**src/rtl/evstat_pkg.sv**
```systemverilog
package evstat_pkg;
  localparam int NUM_CTR    = 6;
  localparam int IDX_W      = 6;
  localparam int DATA_W     = 32;
  localparam int SEL_STRIDE = 4;
  localparam int IDX_ADDR2  = 7;
  localparam int IDX_THRESH = 9;
  localparam int IDX_SEL    = 19;
  localparam int IDX_CTR0   = 26;

  typedef logic [NUM_CTR-1:0] ev_vec_t;
endpackage

```
**src/rtl/evstat_cfg.sv**
```systemverilog
module evstat_cfg
  import evstat_pkg::*;
#(
  parameter int RSSI_W = 11
) (
  input  logic              clk,
  input  logic              rst_n,
  input  logic              reg_we,
  input  logic [IDX_W-1:0]  reg_idx,
  input  logic [DATA_W-1:0] reg_wdata,
  output logic [DATA_W-1:0] addr2_tgt,
  output logic [RSSI_W-1:0] rssi_th,
  output logic [DATA_W-1:0] sel_word,
  output ev_vec_t           sel_bits,
  output ev_vec_t           clr
);
  always_ff @(posedge clk or negedge rst_n) begin
    if (!rst_n) begin
      addr2_tgt <= '0;
      rssi_th   <= '0;
      sel_word  <= '0;
    end else if (reg_we) begin
      if (reg_idx == IDX_W'(IDX_ADDR2))  addr2_tgt <= reg_wdata;
      if (reg_idx == IDX_W'(IDX_THRESH)) rssi_th   <= reg_wdata[RSSI_W-1:0];
      if (reg_idx == IDX_W'(IDX_SEL))    sel_word  <= reg_wdata;
    end
  end

  for (genvar k = 0; k < NUM_CTR; k++) begin : g_dec
    assign sel_bits[k] = sel_word[k*SEL_STRIDE];
    assign clr[k]      = reg_we && (reg_idx == IDX_W'(IDX_CTR0 + k));
  end

  p_clr_onehot_r2: assert property (@(posedge clk) disable iff (!rst_n)
    $onehot0(clr));
  p_tgt_write_r7: assert property (@(posedge clk) disable iff (!rst_n)
    (reg_we && reg_idx == IDX_W'(IDX_ADDR2)) |=> (addr2_tgt == $past(reg_wdata)));
endmodule

```
**src/rtl/evstat_src.sv**
```systemverilog
module evstat_src
  import evstat_pkg::*;
#(
  parameter int RSSI_W = 11
) (
  input  logic              clk,
  input  logic              rst_n,
  input  logic              short_pre,
  input  logic              long_pre,
  input  logic              hdr_strobe,
  input  logic              hdr_valid,
  input  logic              tx_start,
  input  logic              tx_done,
  input  logic [RSSI_W-1:0] rssi_lvl,
  input  logic              gain_chg,
  input  logic              agc_lock,
  input  logic              tx_need_ack,
  input  logic              dec_done,
  input  logic              crc_ok,
  input  logic [DATA_W-1:0] rx_addr2,
  input  logic              for_me,
  input  logic              is_data,
  input  logic [DATA_W-1:0] addr2_tgt,
  input  logic [RSSI_W-1:0] rssi_th,
  input  ev_vec_t           sel_bits,
  output ev_vec_t           evt
);
  logic    rssi_above, rssi_q, agc_q;
  logic    rssi_rise, agc_rise;
  logic    a2_hit, dec_base;
  ev_vec_t ev_first, ev_second;

  assign rssi_above = rssi_lvl > rssi_th;

  always_ff @(posedge clk or negedge rst_n) begin
    if (!rst_n) begin
      rssi_q <= 1'b0;
      agc_q  <= 1'b0;
    end else begin
      rssi_q <= rssi_above;
      agc_q  <= agc_lock;
    end
  end

  assign rssi_rise = rssi_above & ~rssi_q;
  assign agc_rise  = agc_lock & ~agc_q;
  assign a2_hit    = (rx_addr2 == addr2_tgt);
  assign dec_base  = dec_done & a2_hit & for_me & is_data;

  assign ev_first  = {dec_base & crc_ok, dec_base, hdr_strobe & hdr_valid,
                      hdr_strobe, long_pre, short_pre};
  assign ev_second = {tx_need_ack, agc_rise, gain_chg, rssi_rise, tx_done, tx_start};

  for (genvar k = 0; k < NUM_CTR; k++) begin : g_mux
    assign evt[k] = sel_bits[k] ? ev_second[k] : ev_first[k];
  end

  p_rssi_rise_once_r9: assert property (@(posedge clk) disable iff (!rst_n)
    rssi_rise |=> !rssi_rise);
  p_agc_rise_once_r9: assert property (@(posedge clk) disable iff (!rst_n)
    agc_rise |=> !agc_rise);
endmodule

```
**src/rtl/evstat_ctr.sv**
```systemverilog
module evstat_ctr #(
  parameter int CNT_W = 32
) (
  input  logic             clk,
  input  logic             rst_n,
  input  logic             clr,
  input  logic             inc,
  output logic [CNT_W-1:0] cnt
);
  always_ff @(posedge clk or negedge rst_n) begin
    if (!rst_n)      cnt <= '0;
    else if (clr)    cnt <= '0;
    else if (inc)    cnt <= cnt + 1'b1;
  end

  p_clear_wins_r3: assert property (@(posedge clk) disable iff (!rst_n)
    clr |=> (cnt == '0));
  p_count_step_r10: assert property (@(posedge clk) disable iff (!rst_n)
    (inc && !clr) |=> (cnt == $past(cnt) + 1'b1));
  p_count_hold_r1: assert property (@(posedge clk) disable iff (!rst_n)
    (!inc && !clr) |=> $stable(cnt));
endmodule

```
**src/rtl/evt_stat_bank.sv**
```systemverilog
module evt_stat_bank
  import evstat_pkg::*;
#(
  parameter int CNT_W  = 32,
  parameter int RSSI_W = 11
) (
  input  logic              clk,
  input  logic              rst_n,
  input  logic              reg_we,
  input  logic [5:0]        reg_idx,
  input  logic [31:0]       reg_wdata,
  output logic [31:0]       reg_rdata,
  input  logic              short_pre,
  input  logic              long_pre,
  input  logic              hdr_strobe,
  input  logic              hdr_valid,
  input  logic              tx_start,
  input  logic              tx_done,
  input  logic [RSSI_W-1:0] rssi_lvl,
  input  logic              gain_chg,
  input  logic              agc_lock,
  input  logic              tx_need_ack,
  input  logic              dec_done,
  input  logic              crc_ok,
  input  logic [31:0]       rx_addr2,
  input  logic              for_me,
  input  logic              is_data
);
  logic [DATA_W-1:0] addr2_tgt, sel_word, rd_next;
  logic [RSSI_W-1:0] rssi_th;
  ev_vec_t           sel_bits, clr, evt;
  logic [CNT_W-1:0]  cnt [NUM_CTR];
  logic              idx_mapped;

  evstat_cfg #(.RSSI_W(RSSI_W)) u_cfg (
    .clk, .rst_n, .reg_we, .reg_idx, .reg_wdata,
    .addr2_tgt, .rssi_th, .sel_word, .sel_bits, .clr
  );

  evstat_src #(.RSSI_W(RSSI_W)) u_src (
    .clk, .rst_n, .short_pre, .long_pre, .hdr_strobe, .hdr_valid,
    .tx_start, .tx_done, .rssi_lvl, .gain_chg, .agc_lock, .tx_need_ack,
    .dec_done, .crc_ok, .rx_addr2, .for_me, .is_data,
    .addr2_tgt, .rssi_th, .sel_bits, .evt
  );

  for (genvar k = 0; k < NUM_CTR; k++) begin : g_ctr
    evstat_ctr #(.CNT_W(CNT_W)) u_ctr (
      .clk, .rst_n, .clr(clr[k]), .inc(evt[k]), .cnt(cnt[k])
    );
  end

  always_comb begin
    rd_next    = '0;
    idx_mapped = 1'b0;
    if (reg_idx == IDX_W'(IDX_ADDR2)) begin
      rd_next = addr2_tgt;  idx_mapped = 1'b1;
    end
    if (reg_idx == IDX_W'(IDX_THRESH)) begin
      rd_next = DATA_W'(rssi_th);  idx_mapped = 1'b1;
    end
    if (reg_idx == IDX_W'(IDX_SEL)) begin
      rd_next = sel_word;  idx_mapped = 1'b1;
    end
    for (int k = 0; k < NUM_CTR; k++) begin
      if (reg_idx == IDX_W'(IDX_CTR0 + k)) begin
        rd_next = DATA_W'(cnt[k]);  idx_mapped = 1'b1;
      end
    end
  end

  always_ff @(posedge clk or negedge rst_n) begin
    if (!rst_n) reg_rdata <= '0;
    else        reg_rdata <= rd_next;
  end

  p_unmapped_zero_r11: assert property (@(posedge clk) disable iff (!rst_n)
    !idx_mapped |=> (reg_rdata == '0));
  p_sel_route_r4: assert property (@(posedge clk) disable iff (!rst_n)
    (!sel_bits[0] && short_pre && !clr[0]) |=> (cnt[0] == $past(cnt[0]) + 1'b1));
  p_ctr_read_r1: assert property (@(posedge clk) disable iff (!rst_n)
    (reg_idx == IDX_W'(IDX_CTR0)) |=> (reg_rdata == DATA_W'($past(cnt[0]))));
endmodule

```
**config.mk**
```make
export PLATFORM = sky130hd
export DESIGN_NAME = evt_stat_bank
export DESIGN_NICKNAME = d
export VERILOG_FILES = /design/src/rtl/evstat_pkg.sv /design/src/rtl/evstat_cfg.sv /design/src/rtl/evstat_src.sv /design/src/rtl/evstat_ctr.sv /design/src/rtl/evt_stat_bank.sv
export SDC_FILE = /design/constraint.sdc
export NUM_CORES = 1
export LEC_CHECK = 0
export BUFFER_PORTS_ARGS = -buffer_cell sky130_fd_sc_hd__buf_2
export CORE_ASPECT_RATIO = 1.1
export CORE_MARGIN = 5
export CORE_UTILIZATION = 53
export CTS_CLUSTER_DIAMETER = 150
export DETAILED_ROUTE_END_ITERATION = 10
export GPL_ROUTABILITY_DRIVEN = 0
export PLACE_DENSITY = 0.72
export SLEW_MARGIN = 0
export SYNTH_ARGS = -nofsm -noshare
export SYNTH_HDL_FRONTEND = slang
export SYNTH_HIERARCHICAL = 1
export SYNTH_SLANG_ARGS = --single-unit
```
**constraint.sdc**
```tcl
create_clock -name clk -period 3.4 [get_ports clk]
set_input_delay 0.51 -clock clk [delete_from_list [all_inputs] [get_ports clk]]
set_output_delay 0.51 -clock clk [all_outputs]
set_load 0.02 [all_outputs]
```
== Word-level counts from Yosys, hierarchy flattened ==
Cells that the tools add are included.

* Bitwise operators: 9
* Add/sub/neg operators: 6
* Reductions and logical operators: 15
* $lt $le $gt $ge: 1
* Eq/ne operators: 10
* Mux-type cells: 27

{| class="wikitable"
|+ Operator list
! operator !! number
|-
| 2-to-1 mux 32 bit || 21
|-
| adder 32 x 1 -> 32 bit (second input constant) || 6
|-
| equality test 6 x 5 -> 1 bit (second input constant) || 7
|-
| equality test 32 bit || 1
|-
| nonzero test 2 bit || 6
|-
| greater-than comparator 11 bit || 1
|-
| AND 1 bit || 7
|-
| equality test 6 x 3 -> 1 bit (second input constant) || 1
|-
| equality test 6 x 4 -> 1 bit (second input constant) || 1
|-
| logical AND 1 bit || 6
|-
| 2-to-1 mux 1 bit || 6
|-
| AND reduction 2 bit || 3
|-
| NOT 1 bit || 2
|}

* Bits of input ports: 97
* Register bits: 301

== Logic depth before layout (Yosys ltp) ==
Gate-level depths: netlist (run 1).

* Depth after elaboration: 10
* Gate-level depth with buffers: 14
* Mapped depth without buffers: 11

== Hierarchy ==
Netlist (run 1), hierarchy kept.

{| class="wikitable"
|+ By module, submodules not included
! module !! cells an instance !! times used !! area each (µm²)
|-
| evstat_ctr || 176 || 6 || 1,680.4
|-
| evstat_cfg || 180 || 1 || 3,042.9
|-
| evt_stat_bank || 334 || 1 || 2,902.8
|-
| evstat_src || 97 || 1 || 770.7
|}

== Least setup slack after synthesis (run 1) ==
Ideal clock, no wire load.

* Kind: input to register
* Start point: input rssi_lvl[6]
* End point: register g_ctr[2].u_ctr.cnt[27]
* Arrival time: 3.050 ns
* Required time: 3.322 ns
* Setup slack: 0.272 ns
* Library setup time: 0.078 ns
* Path buffers: 2
* Cell stages on the path: 11
* Cells stage by stage: ha_1 -> and3_1 -> nand3_1 -> o211a_1 -> o41ai_1 -> buf_4 -> o2111ai_4 -> or3_1 -> clkbuf_2 -> or4_1 -> a21oi_1

* Longest elaborated chain between the ends: 4

{| class="wikitable"
|+ Ends and longest elaborated chain
! item !! line !! RTL
|-
| start, declared || evt_stat_bank.sv:19 || <nowiki>input logic [RSSI_W-1:0] rssi_lvl,</nowiki>
|-
| greater-than comparator 11 bit || evstat_src.sv:33 || <nowiki>assign rssi_above = rssi_lvl > rssi_th;</nowiki>
|-
| AND 1 bit || evstat_src.sv:45 || <nowiki>assign rssi_rise = rssi_above & ~rssi_q;</nowiki>
|-
| 2-to-1 mux 1 bit || evstat_src.sv:55 || <nowiki>assign evt[k] = sel_bits[k] ? ev_second[k] : ev_first[k];</nowiki>
|-
| net evt[2] || evt_stat_bank.sv:31 || <nowiki>ev_vec_t sel_bits, clr, evt;</nowiki>
|-
| nonzero test 2 bit (no source line) || -- ||
|-
| end signal, assigned || evstat_ctr.sv:13 || <nowiki>else if (inc) cnt <= cnt + 1'b1;</nowiki>
|-
| end, declared || evstat_ctr.sv:8 || <nowiki>output logic [CNT_W-1:0] cnt</nowiki>
|}

The timed path passes the listed nets, and every way through them passes these cells.
A chain may end at the register's enable or synchronous reset.

== Worst setup path in the final report (run 1) ==
* Start point: register u_cfg.addr2_tgt[4]
* End point: register g_ctr[4].u_ctr.cnt[28]

* Longest elaborated chain between the ends: 6

{| class="wikitable"
|+ Ends and longest elaborated chain
! item !! line !! RTL
|-
| start, declared || evstat_cfg.sv:11 || <nowiki>output logic [DATA_W-1:0] addr2_tgt,</nowiki>
|-
| start signal, assigned || evstat_cfg.sv:23 || <nowiki>if (reg_idx == IDX_W'(IDX_ADDR2)) addr2_tgt <= reg_wdata;</nowiki>
|-
| equality test 32 bit || evstat_src.sv:47 || <nowiki>assign a2_hit = (rx_addr2 == addr2_tgt);</nowiki>
|-
| AND 1 bit (3 in a row) || evstat_src.sv:48 || <nowiki>assign dec_base = dec_done & a2_hit & for_me & is_data;</nowiki>
|-
| 2-to-1 mux 1 bit || evstat_src.sv:55 ||
|-
| net evt[4] || evt_stat_bank.sv:31 ||
|-
| nonzero test 2 bit (no source line) || -- ||
|-
| end signal, assigned || evstat_ctr.sv:13 ||
|-
| end, declared || evstat_ctr.sv:8 ||
|}

The timed path passes the listed nets, and every way through them passes these cells.

==> results of run 1 <==
[critical path, delay by kind of cell (launching register included)]
family | cells | cell delay, ns
buffers and inverters | 3 | 0.49
xor gates and xnor gates | 1 | 0.23
AOI/OAI and AO/OA | 3 | 0.49
DFF | 1 | 0.43
and+or+nand+nor | 5 | 1.58
[per-stage QoR]
| step | instances | util, % | hold WS [ns] |
|---|---|---|---|
| 2_1_floorplan | 1667 | - | 0.214 |
| 3_3_place_gp | 2175 | 57.5 | 0.497 |
| 3_5_place_dp | 2175 | 57.5 | 0.501 |
| 4_1_cts | 2229 | 61.0 | 0.145 |
| 5_1_grt | 2234 | 61.3 | 0.147 |
| 6_report | 2234 | 61.3 | 0.154 |
[synthesized netlist by cell type, types with 15 or more instances]
cell type | n | share of area (%)
sky130_fd_sc_hd__inv_1 | 54 | 1.2
sky130_fd_sc_hd__buf_4 | 23 | 1.0
sky130_fd_sc_hd__nor4_1 | 29 | 1.1
sky130_fd_sc_hd__mux2_2 | 47 | 3.2
sky130_fd_sc_hd__o31ai_1 | 74 | 3.3
sky130_fd_sc_hd__buf_2 | 32 | 0.95
sky130_fd_sc_hd__o22ai_1 | 20 | 0.74
sky130_fd_sc_hd__dfrtp_1 | 301 | 45
sky130_fd_sc_hd__nand3_1 | 42 | 1.3
sky130_fd_sc_hd__or3_1 | 58 | 2.2
sky130_fd_sc_hd__nor3_1 | 19 | 0.57
sky130_fd_sc_hd__clkbuf_1 | 45 | 1.0
sky130_fd_sc_hd__mux2i_1 | 15 | 0.89
sky130_fd_sc_hd__xnor2_1 | 60 | 3.1
sky130_fd_sc_hd__a22o_1 | 16 | 0.83
sky130_fd_sc_hd__nand2_1 | 101 | 2.3
sky130_fd_sc_hd__or4_1 | 80 | 3.6
sky130_fd_sc_hd__a221oi_1 | 36 | 1.9
sky130_fd_sc_hd__mux2_4 | 30 | 2.7
sky130_fd_sc_hd__xor2_1 | 39 | 2.0
sky130_fd_sc_hd__and4_1 | 24 | 1.3
sky130_fd_sc_hd__nand4_1 | 35 | 1.3
sky130_fd_sc_hd__nor2_1 | 104 | 2.3
sky130_fd_sc_hd__o21ai_0 | 56 | 1.7
sky130_fd_sc_hd__a21oi_1 | 149 | 4.4
sky130_fd_sc_hd__ha_1 | 17 | 1.3
[worst min-delay path by stage]
stage | end | slack (ns) | cells past startpoint
2_1_floorplan | g_ctr[0].u_ctr/cnt[0] | 0.21 | 0
5_1_grt | u_src/agc_q | 0.15 | 1
6_report | u_src/agc_q | 0.15 | 1
3_3_place_gp | u_cfg/sel_word[17] | 0.50 | 1
4_1_cts | u_src/agc_q | 0.14 | 1
3_5_place_dp | u_cfg/sel_word[22] | 0.50 | 1
[cell type report]
cell class | count | area share (%)
multi-input combinational | 1191 | 44.6
sequential | 301 | 39.2
timing repair buffer | 214 | 6.87
clock buffer | 52 | 5.48
tap | 420 | 2.74
inverter | 55 | 1.08
clock inverter | 1 | 0.0261
[what timing repair did]
item | CTS | global route
pin swaps | 1 | 8
buffers inserted | 0 | 5
resized for setup | 6 | 13
hold buffers | 1 | 0
hold endpoints to repair | 5 | 0
setup endpoints to repair | 28 | 40
[routing by layer]
layer / up-vias / wire (um)
met4: 0 / 1310
met5: - / 0
met3: 90 / 4430
li1: 6557 / -
met1: 7304 / 21300
met2: 673 / 24000
[logic make-up (layout without fill, tap and decap cells)]
group                    count (synthesis)  after routing  share of synthesized area, %
buffers and inverters                  175            322                          5.02
multiplexers                            94             94                          6.86
AO/OA/AOI/OAI                          441            441                          18.1
XOR/XNOR                                99             99                          5.16
AND/OR/NAND/NOR                        540            540                          18.7
flip-flops                             301            301                          44.8
adder cells (fa/ha/maj)                 17             17                          1.27
[sequential cells by signal, summed over array words and instances (netlist names)]
| signal | flops |
|---|---|
| u_cfg/rssi_th | 11 |
| reg_rdata | 32 |
| u_src/rssi_q | 1 |
| u_cfg/sel_word | 32 |
| u_cfg/addr2_tgt | 32 |
| u_src/agc_q | 1 |
| g_ctr.u_ctr/cnt | 192 |
[where the power goes]
group / total [mW] / switching [mW] / internal, mW / leakage, nW
combinational: 1.18 / 0.614 / 0.567 / 3.58
clock: 3.54 / 1.43 / 2.11 / 0.520
sequential: 4.39 / 0.498 / 3.90 / 4.08
==> results.sh, run 1 <==
export IMPL_mean_instance_size_in_the_synthesized_netlist_um2=10.1
export IMPL_critical_path_startpoint="u_cfg/addr2_tgt[4]"
export IMPL_pre_cts_slack_ns=-0.384
export IMPL_cp_arrival_ns=3.75
export IMPL_antenna_left=0
export IMPL_leakagePower_nw=8.18
export IMPL_core_area_um2=31300
export IMPL_irDropWorstVdd_v=0.000330
export IMPL_route_detailed_wl_per_inst_um=22.8
export IMPL_clock_sink_count=301
export IMPL_post_synth_edffs=0
export IMPL_boundaryPins=129
export IMPL_total_power_mw=9.11
export IMPL_final_period_utilization_pct=97.6
export IMPL_globalRoute_totalOverflow=0
export IMPL_fin_skew_ns=0.0191
export IMPL_io_buffer_count=128
export IMPL_chipHeight_um=197
export IMPL_async_reset_ff_share_pct=100
export IMPL_holdCritStartpoint="agc_lock"
export IMPL_final_worst_setup_slack_ns=0.0812
export IMPL_clk_insertion_delay_late_ns=0.52
export IMPL_path_cells="xnor2_1 -> nand4_1 -> nor4_2 -> nand4_1 -> o31ai_2 -> buf_4 -> buf_4 -> o211ai_1 -> or3_1 -> buf_4 -> or4_1 -> a21oi_1"
export IMPL_grt_max_degree=77
export IMPL_run_status="finished, final reports clean"
export IMPL_crit_top_cell="sky130_fd_sc_hd__buf_4"
export IMPL_drc=0
export IMPL_finalHoldViolCount=0
export IMPL_multi_input_area_um2=8550
export IMPL_hold_class="in2reg"
export IMPL_netlist_area_um2=16800
export IMPL_worstSetupStartpointType="flip-flop"
export IMPL_floorplan_initialDensity_pct=53.7
export IMPL_clk_transition_reported_paths_ns=0.06
export IMPL_critical_path_endpoint="g_ctr[4].u_ctr/cnt[28]"
export IMPL_synthesis_instances=1667
export IMPL_worstRegToRegCells=12
export IMPL_fp_dieArea_um2=35400
export IMPL_hpwlAfterDp_um=37600
export IMPL_worstReg2RegEnd="g_ctr[4].u_ctr/cnt[28]"
export IMPL_via_count=14600
export IMPL_most_common_library_cell_in_the_layout_ignoring_fill_and_taps="sky130_fd_sc_hd__dfrtp_1"
export IMPL_final_area_um2=19200
export IMPL_ys_types=65
export IMPL_maxSlewViolCount=0
export IMPL_max_cap_viol_count=0
export IMPL_timing_worst_slew_pin_value_ns=1.28
export IMPL_vias_per_cell=6.55
export IMPL_worstSetupPathType="reg2reg"
export IMPL_grt_use_met3_pct=5.33
export IMPL_first_iter_violations=1394
export IMPL_regToRegSetupSlack_ns=0.08
export IMPL_clock_tree_root_cell="sky130_fd_sc_hd__clkbuf_16"
export IMPL_htree_num_levels=2
export IMPL_drt_first_pass_iters=6
export IMPL_seq_area_um2=7530
export IMPL_first_global_vias=14200
export IMPL_finalSetupTns_ns=0
export IMPL_max_clock_freq_mhz=301
export IMPL_number_of_inserted_filler_cells_in_the_final_layout=2659
export IMPL_placementRows=68
export IMPL_die_w_um=180
export IMPL_final_cell_mix="301 x sky130_fd_sc_hd__dfrtp_1, 145 x sky130_fd_sc_hd__a21oi_1, 127 x sky130_fd_sc_hd__buf_2"
export IMPL_final_setup_violations=0
export IMPL_drive_gt1_share_pct=21.2
export IMPL_critical_path_reg2reg_startpoint="u_cfg/addr2_tgt[4]"
export IMPL_finalCriticalPeriod_ns=3.32
export IMPL_synth_seq_cells=301
export IMPL_grt_use_met1_pct=39.2
export IMPL_crit_path_end_kind="flip-flop"
export IMPL_slew_headroom_pct=14.0
export IMPL_worst_path_largest_cell_delay_ns=0.52
export IMPL_grt_use_total_pct=28.0
export IMPL_syn_to_final_growth_pct=14.3
export IMPL_synth_seq_area_share_pct=44.8
export IMPL_cts_path_max_buffers=3
export IMPL_power_density_nw_per_um2=475
export IMPL_grt_pass1_wl_um=80100
export IMPL_tritoncts="done"
export IMPL_drt_wl_total_um=51000
export IMPL_met2_usage_pct=45.3
export IMPL_placedInstanceArea_um2=18000
export IMPL_cts_buffers=34
export IMPL_synth_yosys_warnings=6
export IMPL_number_of_antenna_violations_at_the_first_check_in_global_routing=0
export IMPL_design_final_nets=1911
export IMPL_diodes=0
export IMPL_synth_net_count=1781
export IMPL_dominantRegCellSynth="sky130_fd_sc_hd__dfrtp_1"
export IMPL_critPathMaxFanout=13
export IMPL_global_route_peak_usage_layer="met2"
export IMPL_cp_required_ns=3.83
export IMPL_crit_path_top_delay_cell="sky130_fd_sc_hd__or4_1"
(Power assumes the default switching activity.)
==> run 2, diff against run 1 <==
SYNTH_HIERARCHICAL = default   (was 1)
==> results.sh, run 2 <==
export IMPL_synth_common_cells="301 x sky130_fd_sc_hd__dfrtp_1, 173 x sky130_fd_sc_hd__nor2_1, 142 x sky130_fd_sc_hd__nand2_1"
export IMPL_critical_path_startpoint="u_cfg.addr2_tgt[11]"
export IMPL_finalCriticalPeriod_ns=3.11
export IMPL_synth_simple_area_share_pct=20.3
export IMPL_tritoncts="done"
export IMPL_mean_instance_size_in_the_synthesized_netlist_um2=9.67
export IMPL_post_synth_edffs=0
export IMPL_finalSetupTns_ns=0
export IMPL_irDropWorstVdd_v=0.000459
export IMPL_number_of_inserted_filler_cells_in_the_final_layout=2540
export IMPL_htree_num_levels=2
export IMPL_worstSetupPathType="reg2reg"
export IMPL_fin_skew_ns=0.0223
export IMPL_post_cts_setup_buffers=0
export IMPL_power_density_nw_per_um2=502
export IMPL_grt_use_total_pct=29.4
export IMPL_critical_path_reg2reg_startpoint="u_cfg.addr2_tgt[11]"
export IMPL_cts_path_max_buffers=3
export IMPL_number_of_antenna_violations_at_the_first_check_in_global_routing=1
export IMPL_cp_arrival_ns=3.54
export IMPL_first_iter_violations=1664
export IMPL_crit_path_top_delay_cell="sky130_fd_sc_hd__nor4_2"
export IMPL_critPathMaxFanout=27
export IMPL_ys_types=60
export IMPL_final_cell_mix="301 x sky130_fd_sc_hd__dfrtp_1, 173 x sky130_fd_sc_hd__nor2_1, 142 x sky130_fd_sc_hd__nand2_1"
export IMPL_critical_path_endpoint="g_ctr[5].u_ctr.cnt[28]"
export IMPL_drive_gt1_share_pct=17.2
export IMPL_fin_util_pct=60.9
export IMPL_registers_top_by_ff_count="g_ctr.u_ctr.cnt"
export IMPL_synth_most_common_cell="sky130_fd_sc_hd__dfrtp_1"
export IMPL_timing_worst_slew_pin_value_ns=0.827
export IMPL_first_global_vias=13900
export IMPL_max_cap_viol_count=0
export IMPL_worst_path_largest_cell_delay_ns=0.62
export IMPL_maxSlewViolCount=0
export IMPL_worstSetupStartpointType="flip-flop"
export IMPL_route_detailed_wl_per_inst_um=22.6
export IMPL_compound_cell_area_share_of_the_yosys_netlist_pct=13.6
export IMPL_power_share_switching_pct=27.8
export IMPL_diodes=0
export IMPL_most_common_library_cell_in_the_layout_ignoring_fill_and_taps="sky130_fd_sc_hd__dfrtp_1"
export IMPL_worstRegToRegCells=9
export IMPL_cts_buffers=34
export IMPL_chipHeight_um=193
export IMPL_async_reset_ff_share_pct=100
export IMPL_clock_sink_count=301
export IMPL_via_count=14100
export IMPL_fp_dieArea_um2=33900
export IMPL_antenna_left=0
export IMPL_pwr_share_seq_pct=47.3
export IMPL_core_area_um2=30200
export IMPL_grt_max_degree=87
export IMPL_dp_cells=2126
export IMPL_switching_power_mw=2.57
export IMPL_ys_top_cells_by_area="sky130_fd_sc_hd__dfrtp_1 47%, sky130_fd_sc_hd__mux2_2 5.2%, sky130_fd_sc_hd__xor2_1 5.0%"
export IMPL_fraction_of_power_consumed_by_the_clock_network_pct=40.4
export IMPL_boundaryPins=129
export IMPL_dominantRegCellSynth="sky130_fd_sc_hd__dfrtp_1"
export IMPL_adder_cell_share_of_the_synthesized_area_pct=1.32
export IMPL_clk_transition_reported_paths_ns=0.06
export IMPL_hpwlAfterDp_um=36600
export IMPL_grt_setup_unrepaired="no"
export IMPL_synth_mux_area_fraction_pct=7.27
export IMPL_regToRegSetupSlack_ns=0.29
export IMPL_xor_xnor_share_of_the_synthesized_area_pct=7.95
export IMPL_detail_route_wirelength_met1_um=19500
export IMPL_final_period_utilization_pct=91.5
export IMPL_drt_first_pass_iters=6
export IMPL_comb_power_share_pct=12.4
export IMPL_drc=0
export IMPL_hold_class="in2reg"
export IMPL_dr_max_layer_used="met5"
export IMPL_max_clock_freq_mhz=322
export IMPL_io_buffer_count=128
export IMPL_grt_pass1_wl_um=78400
export IMPL_vias_per_cell=6.44
export IMPL_cts_resized=0
export IMPL_leakagePower_nw=8.27
export IMPL_synth_top_cell_area_share_pct=46.8
export IMPL_run_status="finished, final reports clean"
export IMPL_floorplan_initialDensity_pct=53.3
export IMPL_synth_seq_area_share_pct=46.8
export IMPL_slew_headroom_pct=44.7
export IMPL_synth_net_count=1776
export IMPL_crit_path_end_kind="flip-flop"
export IMPL_largest_reg_flops=192
export IMPL_internal_power_mw=6.67
export IMPL_synth_top_family_by_area="simple AND/OR/NAND/NOR gates"
export IMPL_netlist_area_um2=16100
export IMPL_crit_top_cell="sky130_fd_sc_hd__buf_4"
export IMPL_syn_to_final_growth_pct=14.3
export IMPL_final_cell_count_no_fill=2188
export IMPL_final_setup_violations=0
export IMPL_globalRoute_totalOverflow=0
export IMPL_finalHoldViolCount=0
export IMPL_synth_seq_cells=301
export IMPL_worstReg2RegEnd="g_ctr[5].u_ctr.cnt[28]"
export IMPL_design_final_nets=1898
export IMPL_placementRows=67
export IMPL_met3_wire_len_um=4010
export IMPL_drt_wl_total_um=49400
export IMPL_path_cells="xor2_1 -> nor4_1 -> nand4_1 -> buf_4 -> nor4_2 -> nor2_1 -> buf_4 -> or4_1 -> a21oi_1"
export IMPL_dr_wl_met2_um=23500
export IMPL_die_w_um=176
export IMPL_synthesis_instances=1662
export IMPL_clk_insertion_delay_late_ns=0.52
export IMPL_cp_required_ns=3.83
export IMPL_synth_top_cell_by_area="sky130_fd_sc_hd__dfrtp_1"
export IMPL_clock_tree_root_cell="sky130_fd_sc_hd__clkbuf_16"
export IMPL_total_power_mw=9.24
export IMPL_synth_yosys_warnings=0
-- run 2: cell count changes in the layout (fill, tap and decap cells not counted), sizes merged, moves of 25 or more --
cell and delta:
a21oi -50, a221oi -27, a22oi +31, and3 +32, buf -44, inv -25
nand2 +41, nor2 +69, o21ai +31, o31ai -58, or4 -59, xor2 +52
-- run 2: per-stage QoR --
stage | area, um^2 | hold WS [ns] | setup slack, ns
3_3_place_gp | 17200 | 0.487 | 0.200
6_report | 18400 | 0.174 | 0.290
5_1_grt | 18400 | 0.154 | 0.130
3_5_place_dp | 17200 | 0.493 | 0.194
4_1_cts | 18400 | 0.160 | 0.328
2_1_floorplan | 16100 | 0.214 | 0.654
-- run 2: power by group through the flow --
stage          Combinational (mW)  Sequential, mW  Clock [mW]
2_1_floorplan               0.752            4.26           0
3_3_place_gp                 1.09            4.40           0
3_5_place_dp                 1.13            4.41           0
4_1_cts                      1.14            4.35        3.77
5_1_grt                      1.28            4.40        3.93
6_report                     1.14            4.37        3.73
-- run 2: area by class of cell --
cell class	instances	area, um^2	area share (%)
flip-flops and latches	301	7530	41.0
multi-input cells	1247	8130	44.2
inverters	30	113	0.612
clock inverters	6	57.6	0.313
clock buffers	55	1080	5.89
repair buffers	170	993	5.40
well taps	379	474	2.58
-- run 2: timing repair --
action,CTS,global route
endpoints found under the hold margin,10,0
endpoints found under the setup margin,0,0
hold buffers,1,0
-- run 2: worst max-delay path, delay by kind of cell (launching register included) --
family / cells / cell delay, ns
XOR/XNOR: 1 / 0.18
flip-flops: 1 / 0.44
AO/OA/AOI/OAI: 1 / 0.15
buffers and inverters: 2 / 0.47
AND/OR/NAND/NOR: 5 / 1.79
-- run 2: worst min path at each step --
stage | from | endpoint | slack (ns) | cells after the start
floorplan | rst_n | g_ctr[0].u_ctr.cnt[0] | 0.21 | 0
global placement | u_cfg.sel_word[11] | u_cfg.sel_word[11] | 0.49 | 1
detailed placement | u_cfg.sel_word[29] | u_cfg.sel_word[29] | 0.49 | 1
CTS | agc_lock | u_src.agc_q | 0.16 | 1
global route | agc_lock | u_src.agc_q | 0.15 | 1
finish | agc_lock | u_src.agc_q | 0.17 | 1
-- run 2: kinds of logic (layout without fill, tap and decap cells) --
family / count (synthesis) / in the layout
flops: 301 / 301
compound gates: 339 / 339
fa+ha+maj: 17 / 17
simple gates: 645 / 645
buf+inv: 114 / 261
mux: 100 / 100
xor+xnor: 146 / 146
-- run 2: layer usage --
layer	global-route usage [%]	up-vias
met5	0	-
met4	12.4	2
li1	-	6271
met2	49.3	727
met3	4.66	130
met1	38.1	6959
